$ cat src/rtl/ow_pkg.sv
// Shared types and nominal slot timing for the single-wire slot engine.
// Assumes all nominal lengths fit in NOM_W bits.
package ow_pkg;

    localparam int NOM_W = 9;

    typedef enum logic [1:0] {
        OP_RESET = 2'b00,
        OP_WRITE = 2'b01,
        OP_READ  = 2'b10,
        OP_TOUCH = 2'b11
    } ow_op_e;

    typedef enum logic [1:0] {
        SK_RST,
        SK_W0,
        SK_W1,
        SK_RD
    } slot_kind_e;

    // Length of the driven-low phase, in units.
    function automatic logic [NOM_W-1:0] low_units(slot_kind_e k);
        case (k)
            SK_RST:  return NOM_W'(480);
            SK_W0:   return NOM_W'(60);
            default: return NOM_W'(6);
        endcase
    endfunction

    // Length of the released phase that ends at the sample point (or the slot end).
    function automatic logic [NOM_W-1:0] mid_units(slot_kind_e k);
        case (k)
            SK_RST:  return NOM_W'(70);
            SK_W0:   return NOM_W'(10);
            SK_W1:   return NOM_W'(64);
            default: return NOM_W'(9);
        endcase
    endfunction

    // Recovery length after the sample point.
    function automatic logic [NOM_W-1:0] tail_units(slot_kind_e k);
        case (k)
            SK_RST:  return NOM_W'(410);
            SK_RD:   return NOM_W'(55);
            default: return NOM_W'(0);
        endcase
    endfunction

    // True for slot kinds that sample the bus.
    function automatic logic samples_bus(slot_kind_e k);
        return (k == SK_RST) || (k == SK_RD);
    endfunction

endpackage

$ cat src/rtl/ow_bus_sync.sv
// Multi-flop synchronizer for the raw bus level.
// Assumes the line idles high, so the flops reset to 1.
module ow_bus_sync #(
    parameter int STAGES = 2
) (
    input  logic clk,
    input  logic rst_n,
    input  logic din,
    output logic dout
);
    logic [STAGES-1:0] sync_q;

    // Shift the raw level through the synchronizer chain.
    always_ff @(posedge clk) begin
        if (!rst_n) sync_q <= '1;
        else        sync_q <= {sync_q[STAGES-2:0], din};
    end

    assign dout = sync_q[STAGES-1];
endmodule

$ cat src/rtl/ow_phase_timer.sv
// Phase timer: it counts a loaded number of units, each CLK_PER_US cycles long.
// phase_last is high in the final cycle of the phase, so a phase of N units
// spans exactly N*CLK_PER_US cycles after the loading edge. Assumes N >= 1 on load.
module ow_phase_timer #(
    parameter int CLK_PER_US = 250,
    parameter int CNT_W      = 13
) (
    input  logic             clk,
    input  logic             rst_n,
    input  logic             load,
    input  logic [CNT_W-1:0] load_units,
    output logic             phase_last
);
    localparam int PRE_W = (CLK_PER_US > 1) ? $clog2(CLK_PER_US) : 1;
    localparam logic [PRE_W-1:0] PRE_MAX = PRE_W'(CLK_PER_US - 1);

    logic [PRE_W-1:0] pre_q;
    logic [CNT_W-1:0] unit_q;
    logic             tick;

    assign tick       = (pre_q == PRE_MAX);
    assign phase_last = tick && (unit_q == CNT_W'(1));

    // Prescaler: restarts on every load and wraps once per unit.
    always_ff @(posedge clk) begin
        if (!rst_n)               pre_q <= '0;
        else if (load)            pre_q <= '0;
        else if (unit_q != '0)    pre_q <= tick ? '0 : pre_q + PRE_W'(1);
    end

    // Unit counter: counts the remaining units of the phase down to zero.
    always_ff @(posedge clk) begin
        if (!rst_n)                      unit_q <= '0;
        else if (load)                   unit_q <= load_units;
        else if (tick && unit_q != '0)   unit_q <= unit_q - CNT_W'(1);
    end
endmodule

$ cat src/rtl/ow_slot_ctrl.sv
// Slot sequencer: it walks the low, released and recovery phases of one
// operation, samples the bus at the end of the released phase, and publishes
// the result with a single-cycle done. Assumes the phase timer reports the last
// cycle of each loaded phase.
module ow_slot_ctrl
    import ow_pkg::*;
#(
    parameter int COEF_W = 4,
    parameter int CNT_W  = 13
) (
    input  logic              clk,
    input  logic              rst_n,
    input  logic              start,
    input  logic [1:0]        op,
    input  logic              tx_bit,
    input  logic [COEF_W-1:0] dly_coef,
    input  logic              sense_sync,
    input  logic              phase_last,
    output logic              load,
    output logic [CNT_W-1:0]  load_units,
    output logic              busy,
    output logic              done,
    output logic              rx_bit,
    output logic              presence,
    output logic              pull_low
);
    typedef enum logic [1:0] {ST_IDLE, ST_LOW, ST_MID, ST_TAIL} st_e;

    st_e               state_q, state_d;
    slot_kind_e        kind_q, new_kind;
    logic [COEF_W-1:0] coef_q, coef_eff;
    logic              sample_q;
    logic              finish;

    function automatic logic [CNT_W-1:0] scale(logic [NOM_W-1:0] u, logic [COEF_W-1:0] c);
        return CNT_W'(u) * CNT_W'(c);
    endfunction

    // Decode the request into a slot kind and an effective coefficient.
    always_comb begin
        case (ow_op_e'(op))
            OP_RESET: new_kind = SK_RST;
            OP_WRITE: new_kind = tx_bit ? SK_W1 : SK_W0;
            OP_READ:  new_kind = SK_RD;
            default:  new_kind = tx_bit ? SK_RD : SK_W0;
        endcase
        coef_eff = (dly_coef == '0) ? COEF_W'(1) : dly_coef;
    end

    // Next-state logic and phase loading.
    always_comb begin
        state_d    = state_q;
        load       = 1'b0;
        load_units = '0;
        finish     = 1'b0;
        case (state_q)
            ST_IDLE: if (start) begin
                load       = 1'b1;
                load_units = scale(low_units(new_kind), coef_eff);
                state_d    = ST_LOW;
            end
            ST_LOW: if (phase_last) begin
                load       = 1'b1;
                load_units = scale(mid_units(kind_q), coef_q);
                state_d    = ST_MID;
            end
            ST_MID: if (phase_last) begin
                if (samples_bus(kind_q)) begin
                    load       = 1'b1;
                    load_units = scale(tail_units(kind_q), coef_q);
                    state_d    = ST_TAIL;
                end else begin
                    finish  = 1'b1;
                    state_d = ST_IDLE;
                end
            end
            default: if (phase_last) begin
                finish  = 1'b1;
                state_d = ST_IDLE;
            end
        endcase
    end

    // State register and per-operation captures.
    always_ff @(posedge clk) begin
        if (!rst_n) begin
            state_q  <= ST_IDLE;
            kind_q   <= SK_RST;
            coef_q   <= COEF_W'(1);
            sample_q <= 1'b1;
        end else begin
            state_q <= state_d;
            if (state_q == ST_IDLE && start) begin
                kind_q <= new_kind;
                coef_q <= coef_eff;
            end
            if (state_q == ST_MID && phase_last) sample_q <= sense_sync;
        end
    end

    // Result registers, updated only when an operation finishes.
    always_ff @(posedge clk) begin
        if (!rst_n) begin
            done     <= 1'b0;
            rx_bit   <= 1'b0;
            presence <= 1'b0;
        end else begin
            done <= finish;
            if (finish) begin
                case (kind_q)
                    SK_RST:  presence <= ~sample_q;
                    SK_RD:   rx_bit   <= sample_q;
                    SK_W0:   rx_bit   <= 1'b0;
                    default: rx_bit   <= 1'b1;
                endcase
            end
        end
    end

    assign busy     = (state_q != ST_IDLE);
    assign pull_low = (state_q == ST_LOW);
endmodule

$ cat src/rtl/ow_slot_engine.sv
// Top of the single-wire slot engine: a bus synchronizer, a unit-paced phase
// timer and the slot sequencer. Assumes bus_sense is asynchronous to clk and
// that an external open-drain pad turns bus_pull_low into a low drive.
module ow_slot_engine #(
    parameter int CLK_PER_US = 250,
    parameter int COEF_W     = 4
) (
    input  logic              clk,
    input  logic              rst_n,
    input  logic              start,
    input  logic [1:0]        op,
    input  logic              tx_bit,
    input  logic [COEF_W-1:0] dly_coef,
    output logic              busy,
    output logic              done,
    output logic              rx_bit,
    output logic              presence,
    output logic              bus_pull_low,
    input  logic              bus_sense
);
    localparam int CNT_W = ow_pkg::NOM_W + COEF_W;

    logic             sense_sync;
    logic             phase_last;
    logic             tmr_load;
    logic [CNT_W-1:0] tmr_units;

    ow_bus_sync #(.STAGES(2)) u_sync (
        .clk  (clk),
        .rst_n(rst_n),
        .din  (bus_sense),
        .dout (sense_sync)
    );

    ow_phase_timer #(.CLK_PER_US(CLK_PER_US), .CNT_W(CNT_W)) u_timer (
        .clk       (clk),
        .rst_n     (rst_n),
        .load      (tmr_load),
        .load_units(tmr_units),
        .phase_last(phase_last)
    );

    ow_slot_ctrl #(.COEF_W(COEF_W), .CNT_W(CNT_W)) u_ctrl (
        .clk       (clk),
        .rst_n     (rst_n),
        .start     (start),
        .op        (op),
        .tx_bit    (tx_bit),
        .dly_coef  (dly_coef),
        .sense_sync(sense_sync),
        .phase_last(phase_last),
        .load      (tmr_load),
        .load_units(tmr_units),
        .busy      (busy),
        .done      (done),
        .rx_bit    (rx_bit),
        .presence  (presence),
        .pull_low  (bus_pull_low)
    );
endmodule

$ cat config.mk
export PLATFORM = sky130hd
export DESIGN_NAME = ow_slot_engine
export DESIGN_NICKNAME = d
export VERILOG_FILES = /design/src/rtl/ow_pkg.sv /design/src/rtl/ow_bus_sync.sv /design/src/rtl/ow_phase_timer.sv /design/src/rtl/ow_slot_ctrl.sv /design/src/rtl/ow_slot_engine.sv
export SDC_FILE = /design/constraint.sdc
export NUM_CORES = 1
export LEC_CHECK = 0
export ABC_AREA = 1
export BUFFER_PORTS_ARGS = -buffer_cell sky130_fd_sc_hd__buf_4
export CELL_PAD_IN_SITES_DETAIL_PLACEMENT = 0
export CELL_PAD_IN_SITES_GLOBAL_PLACEMENT = 1
export CORE_ASPECT_RATIO = 0.5
export CORE_MARGIN = 3
export CORE_UTILIZATION = 35
export DETAILED_ROUTE_END_ITERATION = 6
export MAX_ROUTING_LAYER = met4
export PLACE_DENSITY = 0.65
export SLEW_MARGIN = 10
export SYNTH_ARGS = -nofsm -noshare
export SYNTH_HDL_FRONTEND = slang
export SYNTH_SLANG_ARGS = --single-unit
$ cat constraint.sdc
create_clock -name clk -period 10.9 [get_ports clk]
set_input_delay 2.18 -clock clk [delete_from_list [all_inputs] [get_ports clk]]
set_output_delay 2.18 -clock clk [all_outputs]
set_load 0.02 [all_outputs]
Word level (Yosys, flattened, before mapping)
Cells that the tools add are included.
{ "totals": {"regBits": 35, "inputBits": 11, "output_inout_bits": 5} }
{ "classes": {"n_addsub": 2, "mul": 3, "n_eq_ne": 13, "muxes": 37, "bitwise": 3, "n_reduce_logical": 19} }
{ "ops": {"columns": ["op", "n"], "rows": [
  ["$mux 13", 6],
  ["$mux 9", 7],
  ["$mul 9x4->13", 3],
  ["$pmux 13 s3", 1],
  ["$pmux 9 s2", 2],
  ["$pmux 7 s3", 1],
  ["$mux 2", 7],
  ["$eq 13x1->1 const B", 1],
  ["$reduce_bool 13->1", 1],
  ["$sub 13x1->13 const B", 1],
  ["$pmux 2 s3", 2],
  ["$add 8x1->8 const B", 1],
  ["$eq 2x1->1 const B", 4],
  ["$eq 2x2->1 const B", 4],
  ["$eq 8x8->1 const B", 1],
  ["$logic_not 2->1", 4],
  ["$mux 8", 1],
  ["$mux 1", 6],
  ["$pmux 1 s3", 2],
  ["$reduce_bool 2->1", 3],
  ["$logic_and 1x1->1", 4],
  ["$logic_not 4->1", 1],
  ["$mux 4", 1],
  ["$ne 2x1->1 const B", 2],
  ["7 further kinds", 11]
]} }

Longest topological paths before layout
{ "logic_depth": {"depth_word": 10, "depth_mapped": 24} }

By module
A second synthesis with hierarchy kept.
{ "hier_totals": {"cells_unflattened": 745, "area_unflattened_um2": 4976.0} }
{ "by_module_without_submodules": {"columns": ["mod", "instances", "cells_per_inst", "area_each_um2"], "rows": [
  ["ow_slot_ctrl", 1, 523, 3425.8],
  ["ow_phase_timer", 1, 216, 1495.2],
  ["ow_bus_sync", 1, 6, 55.1]
]} }

Least setup slack after synthesis
Ideal clock, no wire load.
{ "synth_timing": {"kind": "input-to-reg", "start": "in op[1]", "end": "reg u_timer.unit_q[10]", "arrival_ps": 4750, "slack_ps": 6033, "stages": 16, "cell_sequence": "nor2_1 > inv_1 > nor2_1 > fa_1 > inv_1 > fa_1 > inv_1 > ha_1 > a21oi_1 > nor2_1 > nor2_1 > nand3_1 > nand3_1 > nand3_1 > nor2_1 > nor2_1"} }
{ "synth_via": {"elab_chain_len": 10} }
{ "synth_lines": {"columns": ["item", "line", "rtl"], "rows": [
  ["start: declaration", "ow_slot_engine.sv:11", "input logic [1:0] op,"],
  ["$eq 2x2->1 (tied with other cells)", "ow_slot_ctrl.sv:41", "case (ow_op_e'(op))"],
  ["$pmux 2 s3 (*)", "ow_slot_ctrl.sv:41", null],
  ["$eq 2x1->1 / $logic_not 2->1 (equally long branches)", "ow_pkg.sv:23", "case (k)"],
  ["$pmux 9 s2 (*)", "ow_pkg.sv:23", null],
  ["$mux 9 (*)", "ow_slot_ctrl.sv:57", "ST_IDLE: if (start) begin"],
  ["$mux 9 (*)", "ow_slot_ctrl.sv:56", "case (state_q)"],
  ["$mul 9x4->13 (*)", "ow_slot_ctrl.sv:36", "return CNT_W'(u) * CNT_W'(c);"],
  ["$mux 13 (*)", "ow_slot_ctrl.sv:57", null],
  ["$pmux 13 s3 (*)", "ow_slot_ctrl.sv:56", null],
  ["$mux 13 (*)", "ow_phase_timer.sv:34", "else if (load) unit_q <= load_units;"],
  ["end signal: assignment", "ow_phase_timer.sv:34", null],
  ["end signal: assignment", "ow_phase_timer.sv:35", "else if (tick && unit_q != '0) unit_q <= unit_q - CNT_W'(1);"],
  ["end: declaration", "ow_phase_timer.sv:18", "logic [CNT_W-1:0] unit_q;"]
]} }
Every way passes the cells marked *; elsewhere a longest branch is shown, timed or not. The select of a mux whose other input is x is not followed.
A chain may end at the register's enable or synchronous reset.

Worst setup path after layout
{ "layout_timing": {"start": "in op[1]", "end": "reg u_timer.unit_q[9]"} }
The elaborated chain is that of the path after synthesis.

==> results.txt <==
Gr usage total - 18.92%
Area Growth Syn to Fin - 8.816%
DP Wirelength - 11.46 mm
Final wirelength - 13.55 mm
Class of the worst hold path - reg2reg
Setup TNS - 0 ns
Critical path capture point type - flip-flop
CTS Buf Count - 5
Max Cap Viol - 0
Clock Skews - 0.008164 ns
Die width - 173.0 um
Vias in the first global route - 4311
Largest net degree at the start of global routing - 17
Power Density - 102.3 nW/um^2
Tot Pwr - 543.7 uW
Crit Path Max Fanout - 5
Critical-path cell list - buf_4 -> nor2_1 -> inv_1 -> nor2_1 -> fa_1 -> inv_1 -> fa_1 -> inv_1 -> ha_1 -> nand2_1 -> or2_2 -> nand3_1 -> nand2_1 -> nand3_1 -> nand3_1 -> nor2_1 -> nor2_1
ANT cells - 0
Post-synth EDFFs - 0
Crit path DAT - 5.27 ns
Final period util - 46.72%
Syn avg cell area - 6.580 um^2
Critical Path Source Type - primary input
Slowest-stage cell, CP - fa_1
Placeable core region - 13140 um^2
Post-CTS Hold Fix Bufs - 0
Register area share after synthesis - 14.35%
Layout cell share with drive strength beyond 1 - 8.477%
Final Hold Viols - 0
RSZ-0062 raised after global routing - false
Routed vias - 4531
Post-placement setup slack - 5.495 ns
Final setup viols - 0
Total grt overflow - 0
Min Tclk post-route - 5.093 ns
Synth Register Bits - 35
Die Y - 89.52 um
Mux share of post-synthesis cell area - 0%
Synthesized netlist cell count - 742
Die area - 15490 um^2
Clk Latency, worst-skew pair - 0.29 ns
TritonCTS clock tree - done
Postcts setup bufs - 0
Status - completed
Synth Area in Simple Gates - 37.65%
Filler cell count - 1466
Remaining antenna violation count - 0
Port Buffers - 15
Gpl congestion - 0.8289
Boundary Pins - 16
Nets - 852
Worst vdd ir - 53.56 uV
Max transition margin - 59.17%
Top_reg_cell synth - dfxtp_1
H-Tree Level Count - 2
Iter 0 DRT Violations - 318
Max Buffers Root-to-Sink - 2
Fin worst setup slack - 5.807 ns
Worst slew pin tran - 0.6118 ns
DR pass1 iterations - 5
DRC - 0
Syn_nets - 839
Synth Area in Compound Gates - 7.355%
Antenna violations before repair - 0
Largest family of logic cells by synthesized area - simple AND/OR/NAND/NOR gates
Routed WL per cell - 14.40 um
Post-CTS resize count - 0
Row Count - 29
Crit-path most repeated cell - nor2_1
Crit path largest cell delay - 0.49 ns
Pleak - 2.884 nW
Ys Warns - 0
Root Buffer - clkbuf_16
Max Clock Freq - 196.4 MHz
Count of cell types in the netlist - 39
Clock sink count - 35
Post-synthesis async set-or-reset flop share - 0%
Max Slew Vio Count - 0
Worst EP required - 11.08 ns
Xor and xnor area share after synthesis - 2.486%
Drt via density - 4.815
WS Path Type - in2reg
Synthesized area - 4882 um^2
Clock slew at reported path FFs - 0.06 ns
Global-route wire length before repair - 22.29 mm
Initial core utilization - 37.17%
Adder-cell area share of the yosys netlist - 26.04%
[Yosys cell counts (all sizes together), types with 4 or more instances]
cell type / instances / area share, %
xor2: 6 / 1.2
nand2: 179 / 15
o21ai: 21 / 2.2
nand3b: 6 / 0.92
nand3: 71 / 7.9
dfxtp: 35 / 14
nor2: 106 / 9.8
xnor2: 7 / 1.3
nand4: 16 / 2.7
fa: 26 / 11
nor3: 10 / 1.0
ha: 60 / 15
clkbuf: 4 / 0.31
inv: 141 / 11
or2: 5 / 0.64
buf: 5 / 0.90
a21oi: 32 / 3.4
[state kept, by name, indices dropped and copies added (netlist names)]
register / cells
u_timer.unit_q: 13
u_timer.pre_q: 8
u_ctrl.coef_q: 4
u_ctrl.kind_q: 2
u_ctrl.state_q: 2
u_sync.sync_q: 2
u_ctrl.done: 1
u_ctrl.presence: 1
u_ctrl.rx_bit: 1
u_ctrl.sample_q: 1
[layer usage]
layer	wire length (um)	vias up	track usage, %
met3	499	11	2.163
met4	130	0	3.380
met2	5233	74	27.37
li1	-	2365	-
met1	7687	2081	28.32
met5	0	-	-
[critical path, delay by kind of cell]
kind	cells	cell delay, ns
adders and majority gates	3	1.08
and+or+nand+nor	10	1.56
buffers and inverters	4	0.42
[kinds of logic (layout without fill, tap and decap cells)]
| logic type | after synthesis | count (layout) |
|---|---|---|
| AOI/OAI and AO/OA | 64 | 64 |
| xor gates and xnor gates | 13 | 13 |
| adders and majority gates | 86 | 86 |
| buffers and inverters | 151 | 164 |
| DFF | 35 | 35 |
| and+or+nand+nor | 393 | 393 |
[cells in the final DEF (no fill, tap or decap), types with 2 or more instances in the layout]
master / synthesis / routed
nor2_4: 6 / 6
xnor2_1: 7 / 7
clkbuf_16: 0 / 5
nor2_2: 8 / 8
nand3_4: 2 / 2
o21bai_1: 3 / 3
nand4_4: 2 / 2
nand3_1: 68 / 68
nand2_2: 6 / 6
fa_1: 26 / 26
xor2_1: 5 / 5
or2_2: 5 / 5
nand2_4: 4 / 4
inv_1: 137 / 137
nor3_1: 10 / 10
nand3b_1: 6 / 6
ha_1: 60 / 60
a211oi_1: 2 / 2
buf_4: 0 / 15
nand2_1: 169 / 169
nand4_1: 14 / 14
o21ai_0: 20 / 20
a21oi_1: 31 / 31
dfxtp_1: 35 / 35
nor2_1: 91 / 91
inv_2: 4 / 4
[power by group]
part           switching [mW]  internal, mW  leakage (nW)
sequential             0.0131         0.137         0.287
clock                  0.0559        0.0893        0.0727
combinational           0.160        0.0878          2.52
[cell type report]
class / instances / area (um^2) / share of cell area, %
Clock inverter: 1 / 5.005 / 0.09421
Tap cell: 186 / 232.7 / 4.381
Clock buffer: 6 / 138.9 / 2.614
Multi-Input combinational cell: 556 / 3590 / 67.57
Inverter: 142 / 533.0 / 10.03
Sequential cell: 35 / 700.7 / 13.19
Timing Repair Buffer: 15 / 112.6 / 2.120
[per-stage QoR]
stage	hold WS [ns]	std cells	util, %	area (um^2)
4_1_cts	0.4131	941	40.45	5313
3_5_place_dp	0.3998	934	39.35	5169
5_1_grt	0.4332	941	40.45	5313
3_3_place_gp	0.3955	934	39.35	5169
6_report	0.4096	941	40.45	5313
2_1_floorplan	0.3925	742	-	4882
[final timing paths]
path                                                    start  slack (ns)                        endpoint  cells past startpoint
worst max-delay path                                    op[1]        5.81  u_timer.unit_q[9]$_SDFFE_PN0P_                     17
worst min-delay path              u_sync.sync_q[0]$_SDFF_PN1_        0.41     u_sync.sync_q[1]$_SDFF_PN1_                      1
worst max register to register  u_ctrl.kind_q[0]$_SDFFE_PN0P_        6.71  u_timer.unit_q[8]$_SDFFE_PN0P_                     20
worst min register to register    u_sync.sync_q[0]$_SDFF_PN1_        0.41     u_sync.sync_q[1]$_SDFF_PN1_                      1
(Power assumes the default switching activity.)
